==> src/rtl/stretch_pkg.sv <==
package stretch_pkg;

    localparam int PIX_W     = 8;
    localparam int ADDR_W    = 16;
    localparam int CNT_W     = ADDR_W;
    localparam int WIDE_W    = 2 * PIX_W;
    localparam int SHF_W     = $clog2(PIX_W + 1);
    localparam int HDR_WORDS = 2;
    localparam int PIX_MAX   = (1 << PIX_W) - 1;

    typedef logic [PIX_W-1:0]  pix_t;
    typedef logic [ADDR_W-1:0] addr_t;
    typedef logic [CNT_W-1:0]  cnt_t;
    typedef logic [SHF_W-1:0]  shf_t;

    typedef enum logic [3:0] {
        ST_IDLE,
        ST_HDR_C,
        ST_HDR_R,
        ST_SIZE,
        ST_SCAN,
        ST_TAIL,
        ST_SHIFT,
        ST_RD,
        ST_WR,
        ST_DONE
    } state_t;

    typedef struct packed {
        pix_t lo;
        pix_t hi;
    } range_t;

    // shift = width - index of the top set bit of (hi - lo + 1)
    function automatic shf_t shift_for(input pix_t lo, input pix_t hi);
        logic [PIX_W:0] span;
        shf_t msb;
        span = {1'b0, hi} - {1'b0, lo} + {{PIX_W{1'b0}}, 1'b1};
        msb  = '0;
        for (int i = 0; i <= PIX_W; i++) begin
            if (span[i]) msb = shf_t'(i);
        end
        return shf_t'(PIX_W) - msb;
    endfunction

    function automatic pix_t stretch(input pix_t p, input pix_t lo, input shf_t sh);
        pix_t diff;
        logic [WIDE_W-1:0] wide;
        diff = p - lo;
        wide = {{(WIDE_W-PIX_W){1'b0}}, diff} << sh;
        if (wide > WIDE_W'(PIX_MAX)) return pix_t'(PIX_MAX);
        return wide[PIX_W-1:0];
    endfunction

endpackage

==> src/rtl/stretch_ctrl.sv <==
module stretch_ctrl
    import stretch_pkg::*;
(
    input  logic   clk,
    input  logic   rst,
    input  logic   start,
    input  logic   size_zero,
    input  logic   scan_last,
    input  logic   map_last,
    output state_t state
);

    state_t nxt;

    always_comb begin
        nxt = state;
        case (state)
            ST_IDLE:  if (start) nxt = ST_HDR_C;
            ST_HDR_C: nxt = ST_HDR_R;
            ST_HDR_R: nxt = ST_SIZE;
            ST_SIZE:  nxt = size_zero ? ST_DONE : ST_SCAN;
            ST_SCAN:  if (scan_last) nxt = ST_TAIL;
            ST_TAIL:  nxt = ST_SHIFT;
            ST_SHIFT: nxt = ST_RD;
            ST_RD:    nxt = ST_WR;
            ST_WR:    nxt = map_last ? ST_DONE : ST_RD;
            ST_DONE:  if (!start) nxt = ST_IDLE;
            default:  nxt = ST_IDLE;
        endcase
    end

    always_ff @(posedge clk or posedge rst) begin
        if (rst) state <= ST_IDLE;
        else     state <= nxt;
    end

    AST_DONE_HOLDS: assert property (@(posedge clk) disable iff (rst)
        (state == ST_DONE && start) |=> (state == ST_DONE));

    AST_DONE_RELEASE: assert property (@(posedge clk) disable iff (rst)
        (state == ST_DONE && !start) |=> (state == ST_IDLE));

endmodule

==> src/rtl/stretch_range.sv <==
module stretch_range
    import stretch_pkg::*;
(
    input  logic   clk,
    input  logic   rst,
    input  logic   init,
    input  logic   sample,
    input  pix_t   pix,
    output range_t rng
);

    always_ff @(posedge clk or posedge rst) begin
        if (rst) begin
            rng.lo <= pix_t'(PIX_MAX);
            rng.hi <= '0;
        end else if (init) begin
            rng.lo <= pix_t'(PIX_MAX);
            rng.hi <= '0;
        end else if (sample) begin
            if (pix < rng.lo) rng.lo <= pix;
            if (pix > rng.hi) rng.hi <= pix;
        end
    end

    AST_RANGE_ORDER: assert property (@(posedge clk) disable iff (rst)
        (sample && !init) |=> (rng.lo <= rng.hi));

    AST_RANGE_COVERS: assert property (@(posedge clk) disable iff (rst)
        (sample && !init) |=> (rng.lo <= $past(pix) && rng.hi >= $past(pix)));

endmodule

==> src/rtl/stretch_map.sv <==
module stretch_map
    import stretch_pkg::*;
(
    input  logic   clk,
    input  logic   rst,
    input  logic   load,
    input  range_t rng,
    input  pix_t   pix,
    output pix_t   pix_out
);

    shf_t shift_q;
    pix_t lo_q;

    always_ff @(posedge clk or posedge rst) begin
        if (rst) begin
            shift_q <= '0;
            lo_q    <= '0;
        end else if (load) begin
            shift_q <= shift_for(rng.lo, rng.hi);
            lo_q    <= rng.lo;
        end
    end

    assign pix_out = stretch(pix, lo_q, shift_q);

    AST_SHIFT_BOUND: assert property (@(posedge clk) disable iff (rst)
        load |=> (shift_q <= shf_t'(PIX_W)));

    AST_ZERO_AT_MIN: assert property (@(posedge clk) disable iff (rst)
        (!load && pix == lo_q) |-> (pix_out == '0));

endmodule

==> src/rtl/stretch_engine.sv <==
module stretch_engine
    import stretch_pkg::*;
(
    input  logic                clk,
    input  logic                rst,
    input  logic                start,
    input  logic [PIX_W-1:0]    rd_data,
    output logic [ADDR_W-1:0]   mem_addr,
    output logic                mem_en,
    output logic                mem_we,
    output logic [PIX_W-1:0]    wr_data,
    output logic                done
);

    localparam addr_t HDR_BASE = addr_t'(HDR_WORDS);

    state_t state;
    cnt_t   idx;
    cnt_t   npix;
    pix_t   cols_q;
    logic   rd_v;
    range_t rng;
    pix_t   mapped;
    cnt_t   area;
    logic   size_zero;
    logic   at_last;

    assign area      = cols_q * rd_data;
    assign size_zero = (area == '0);
    assign at_last   = (idx == npix - cnt_t'(1));

    stretch_ctrl u_ctrl (
        .clk       (clk),
        .rst       (rst),
        .start     (start),
        .size_zero (size_zero),
        .scan_last (at_last),
        .map_last  (at_last),
        .state     (state)
    );

    stretch_range u_range (
        .clk    (clk),
        .rst    (rst),
        .init   (state == ST_SIZE),
        .sample (rd_v),
        .pix    (rd_data),
        .rng    (rng)
    );

    stretch_map u_map (
        .clk     (clk),
        .rst     (rst),
        .load    (state == ST_SHIFT),
        .rng     (rng),
        .pix     (rd_data),
        .pix_out (mapped)
    );

    always_ff @(posedge clk or posedge rst) begin
        if (rst) begin
            idx    <= '0;
            npix   <= '0;
            cols_q <= '0;
            rd_v   <= 1'b0;
        end else begin
            rd_v <= (state == ST_SCAN);
            case (state)
                ST_HDR_R: cols_q <= rd_data;
                ST_SIZE: begin
                    npix <= area;
                    idx  <= '0;
                end
                ST_SCAN:  idx <= idx + cnt_t'(1);
                ST_SHIFT: idx <= '0;
                ST_WR:    idx <= idx + cnt_t'(1);
                default:  ;
            endcase
        end
    end

    always_comb begin
        mem_addr = '0;
        mem_en   = 1'b0;
        mem_we   = 1'b0;
        case (state)
            ST_HDR_C: begin
                mem_en   = 1'b1;
                mem_addr = '0;
            end
            ST_HDR_R: begin
                mem_en   = 1'b1;
                mem_addr = addr_t'(1);
            end
            ST_SCAN, ST_RD: begin
                mem_en   = 1'b1;
                mem_addr = HDR_BASE + idx;
            end
            ST_WR: begin
                mem_en   = 1'b1;
                mem_we   = 1'b1;
                mem_addr = HDR_BASE + idx + npix;
            end
            default: ;
        endcase
    end

    assign wr_data = mapped;
    assign done    = (state == ST_DONE);

    AST_WE_HAS_EN: assert property (@(posedge clk) disable iff (rst)
        mem_we |-> mem_en);

    AST_WR_REGION: assert property (@(posedge clk) disable iff (rst)
        mem_we |-> (mem_addr >= HDR_BASE + npix && mem_addr < HDR_BASE + npix + npix));

    AST_RD_REGION: assert property (@(posedge clk) disable iff (rst)
        (mem_en && !mem_we) |-> (mem_addr < HDR_BASE + npix || state == ST_HDR_C || state == ST_HDR_R));

    AST_FLAT_ZERO: assert property (@(posedge clk) disable iff (rst)
        (mem_we && rng.lo == rng.hi) |-> (wr_data == '0));

    AST_DONE_QUIET: assert property (@(posedge clk) disable iff (rst)
        done |-> !mem_en);

endmodule

==> config.mk <==
export PLATFORM = sky130hd
export DESIGN_NAME = stretch_engine
export DESIGN_NICKNAME = d
export VERILOG_FILES = /design/src/rtl/stretch_pkg.sv /design/src/rtl/stretch_ctrl.sv /design/src/rtl/stretch_range.sv /design/src/rtl/stretch_map.sv /design/src/rtl/stretch_engine.sv
export SDC_FILE = /design/constraint.sdc
export NUM_CORES = 1
export LEC_CHECK = 0
export CAP_MARGIN = 20
export CORE_MARGIN = 1
export CORE_UTILIZATION = 30
export CTS_CLUSTER_DIAMETER = 40
export DETAILED_ROUTE_END_ITERATION = 6
export DONT_BUFFER_PORTS = 1
export GPL_TIMING_DRIVEN = 0
export PLACE_DENSITY = 0.4
export SETUP_SLACK_MARGIN = 0.05
export SYNTH_ARGS = -nofsm -noshare
export SYNTH_HDL_FRONTEND = slang
export SYNTH_HIERARCHICAL = 1
export SYNTH_SLANG_ARGS = --single-unit
==> constraint.sdc <==
create_clock -name clk -period 10.2 [get_ports clk]
set_clock_uncertainty 0.15 [all_clocks]
set_input_delay 2.04 -clock clk [delete_from_list [all_inputs] [get_ports clk]]
set_output_delay 2.04 -clock clk [all_outputs]
set_load 0.005 [all_outputs]
==> metrics <==
Worst-path clk slew 0.06 ns; Synth Net Count 1174; ys async rst share 100%; final hold viol count 0; arrival time worst endpoint 6.72 ns; required time of the worst setup path 10.26 ns; Layout area overhead 8.96%; IO Port Bufs 0; Synth Cell Area 8670 um2; max_cap viols 0; Vias/cell 4.99; worst r2r src cols_q[4]; final RePlAce weighted congestion 0.775; 1st-iter DRT viols 308; initial antenna violation count 0; first-pass GRT wire length 38.6 mm; Post-Place Cell Area 9180 um2; Slew Viols, Final 0; HP Class register to register; Final WS setup 3.53 ns; synth unique cells 83; post-route minimum period 6.67 ns; post-CTS resize count 0; CTS tree yes; drt pass-1 iters 4; hold buffer count at cts 0; Syn Area/Cell 8.40 um2; DR vias 7134; Starting Density 30.9%; ant diodes 0; Die ar. 29600 um2; Syn Inst Count 1033; fillers 3055; RSZ-0062 raised after global routing false; gr ovfl total 0; Rows 61; clk buf depth 2; largest net degree at the start of global routing 33; worst skew pair latency 0.35 ns; Final Util 33.6%; GRT Total Usage 16.8%; Yosys reg bits 73; layout cells sized above 1 8.09%; worst-path maximum fanout 14; Crit. End Element register; DP Worst Slack 3.17 ns; Clock Sinks 73; CP Launch Type input pin; Total Wirelength 23.3 mm; number of global-route vias before repair 7122; crit path launch rd_data[4]; Synthesis Warnings 6; residual DRC count 0; critical path class input pin to register; final instance area 9450 um2; sequential share of the synthesized area 21.2%; commonest non-fill, non-tap cell in the layout inv_1; Final Net Count 1187; CTS Buf Count 9; Antenna Violating Nets Remaining 0; Max Freq 150 MHz; Setup violations, final 0; Primary FF master, synth dfrtp_1; H-tree levels 3; Die Ht 172 um; DR WL/cell 16.3 um; most frequent cells in the layout inv_1, ha_1, nand2_1; post-route clock period utilization 65.4%; status finished clean; clk root buf clkbuf_16; Worst Min Path Start u_range/rng[8]; Boundary Pins 38; total core area 28100 um2; setup TNS 0 ns; Post-synth EDFFs 0; die width 172 um; Slew Limit Headroom 46.6%; slew of the pin with the lowest slew margin 0.794 ns; post-DP HPWL 18.5 mm; setup bufs post-CTS 0
final cells by class:
cell class              instances  area (um2)  share of cell area, %
plain buffers                  36         165                   1.75
clock buffers                  10         229                   2.42
clock inverters                 6        43.8                  0.463
inverters                     107         402                   4.25
multi-input cells             817        6270                   66.3
flip-flops and latches         73        1840                   19.4
well taps                     378         473                   5.00
repair buffers                  2        31.3                  0.331
per-layer routing:
layer	global-route usage [%]	vias up	part of all wire (%)
met4	4.35	0	1.3
met2	26.4	66	44
met5	0	-	0
met3	2.01	12	2.2
met1	24.2	3433	53
li1	-	3623	-
cells in the mapped netlist (9+ instances only):
library cell / number / area share (%)
inv_1: 104 / 4.5
buf_2: 9 / 0.52
o21ai_0: 66 / 3.8
nand4_1: 13 / 0.94
nand3_1: 12 / 0.69
clkbuf_1: 22 / 0.95
o31ai_1: 10 / 0.87
nand2b_1: 26 / 1.9
a21oi_1: 52 / 3.0
nand2_1: 88 / 3.8
dfrtp_1: 65 / 19
mux2_2: 14 / 1.8
nor2_1: 74 / 3.2
xnor2_1: 39 / 3.9
mux2i_1: 11 / 1.3
nor3_1: 21 / 1.2
fa_1: 39 / 9.0
ha_1: 91 / 13
o21ai_1: 25 / 1.4
a211oi_1: 11 / 0.95
a31oi_1: 13 / 0.94
a21o_1: 15 / 1.3
nor3b_1: 9 / 0.78
xor2_1: 29 / 2.9
and2_1: 53 / 3.8
worst paths after layout:
path	end	slack (ns)	cells after the start
max in group asynchronous	u_range/rng[3]	7.95	1
max	u_ctrl/state[2]	3.53	18
max reg2reg	u_ctrl/state[2]	4.69	18
min	u_range/rng[8]	0.36	2
min reg2reg	u_range/rng[8]	0.36	2
min in group asynchronous	u_ctrl/state[3]	1.31	1
through the flow:
stage                     instances  hold slack (ns)
after floorplan                1033            0.308
after global placement         1411            0.349
after detailed placement       1413            0.348
after CTS                      1429            0.358
after global routing           1429            0.373
final                          1429            0.355
critical path: stages:
cell	delay, ns
and2_1	0.15
fa_1	0.53
inv_1	0.05
fa_1	0.47
fa_1	0.52
fa_1	0.54
inv_1	0.04
ha_1	0.33
o21a_1	0.12
o31a_1	0.14
o41ai_2	0.41
nor3b_1	0.40
o21ai_1	0.09
nand4b_1	0.21
nor4b_2	0.30
nor2_1	0.09
a31oi_1	0.19
o22ai_1	0.09
state kept, by name (all words and copies together) (netlist names):
signal         flops
u_ctrl/state       4
rd_v               1
u_map/shift_q      4
npix              16
idx               16
u_range/rng       16
u_map/lo_q         8
cols_q             8
cell families (layout without fill, tap and decap cells):
logic type | Yosys count | after routing | synth area share [%]
muxes | 26 | 26 | 3.35
and+or+nand+nor | 339 | 339 | 20.4
adders and majority gates | 130 | 130 | 22.1
xor gates and xnor gates | 68 | 68 | 6.87
DFF | 73 | 73 | 21.2
AOI/OAI and AO/OA | 254 | 254 | 19.5
buffers and inverters | 143 | 161 | 6.53
Power is left out: the tool's default activity adds up to more than one toggle a clock period on the data nets, which glitch-free logic cannot reach.
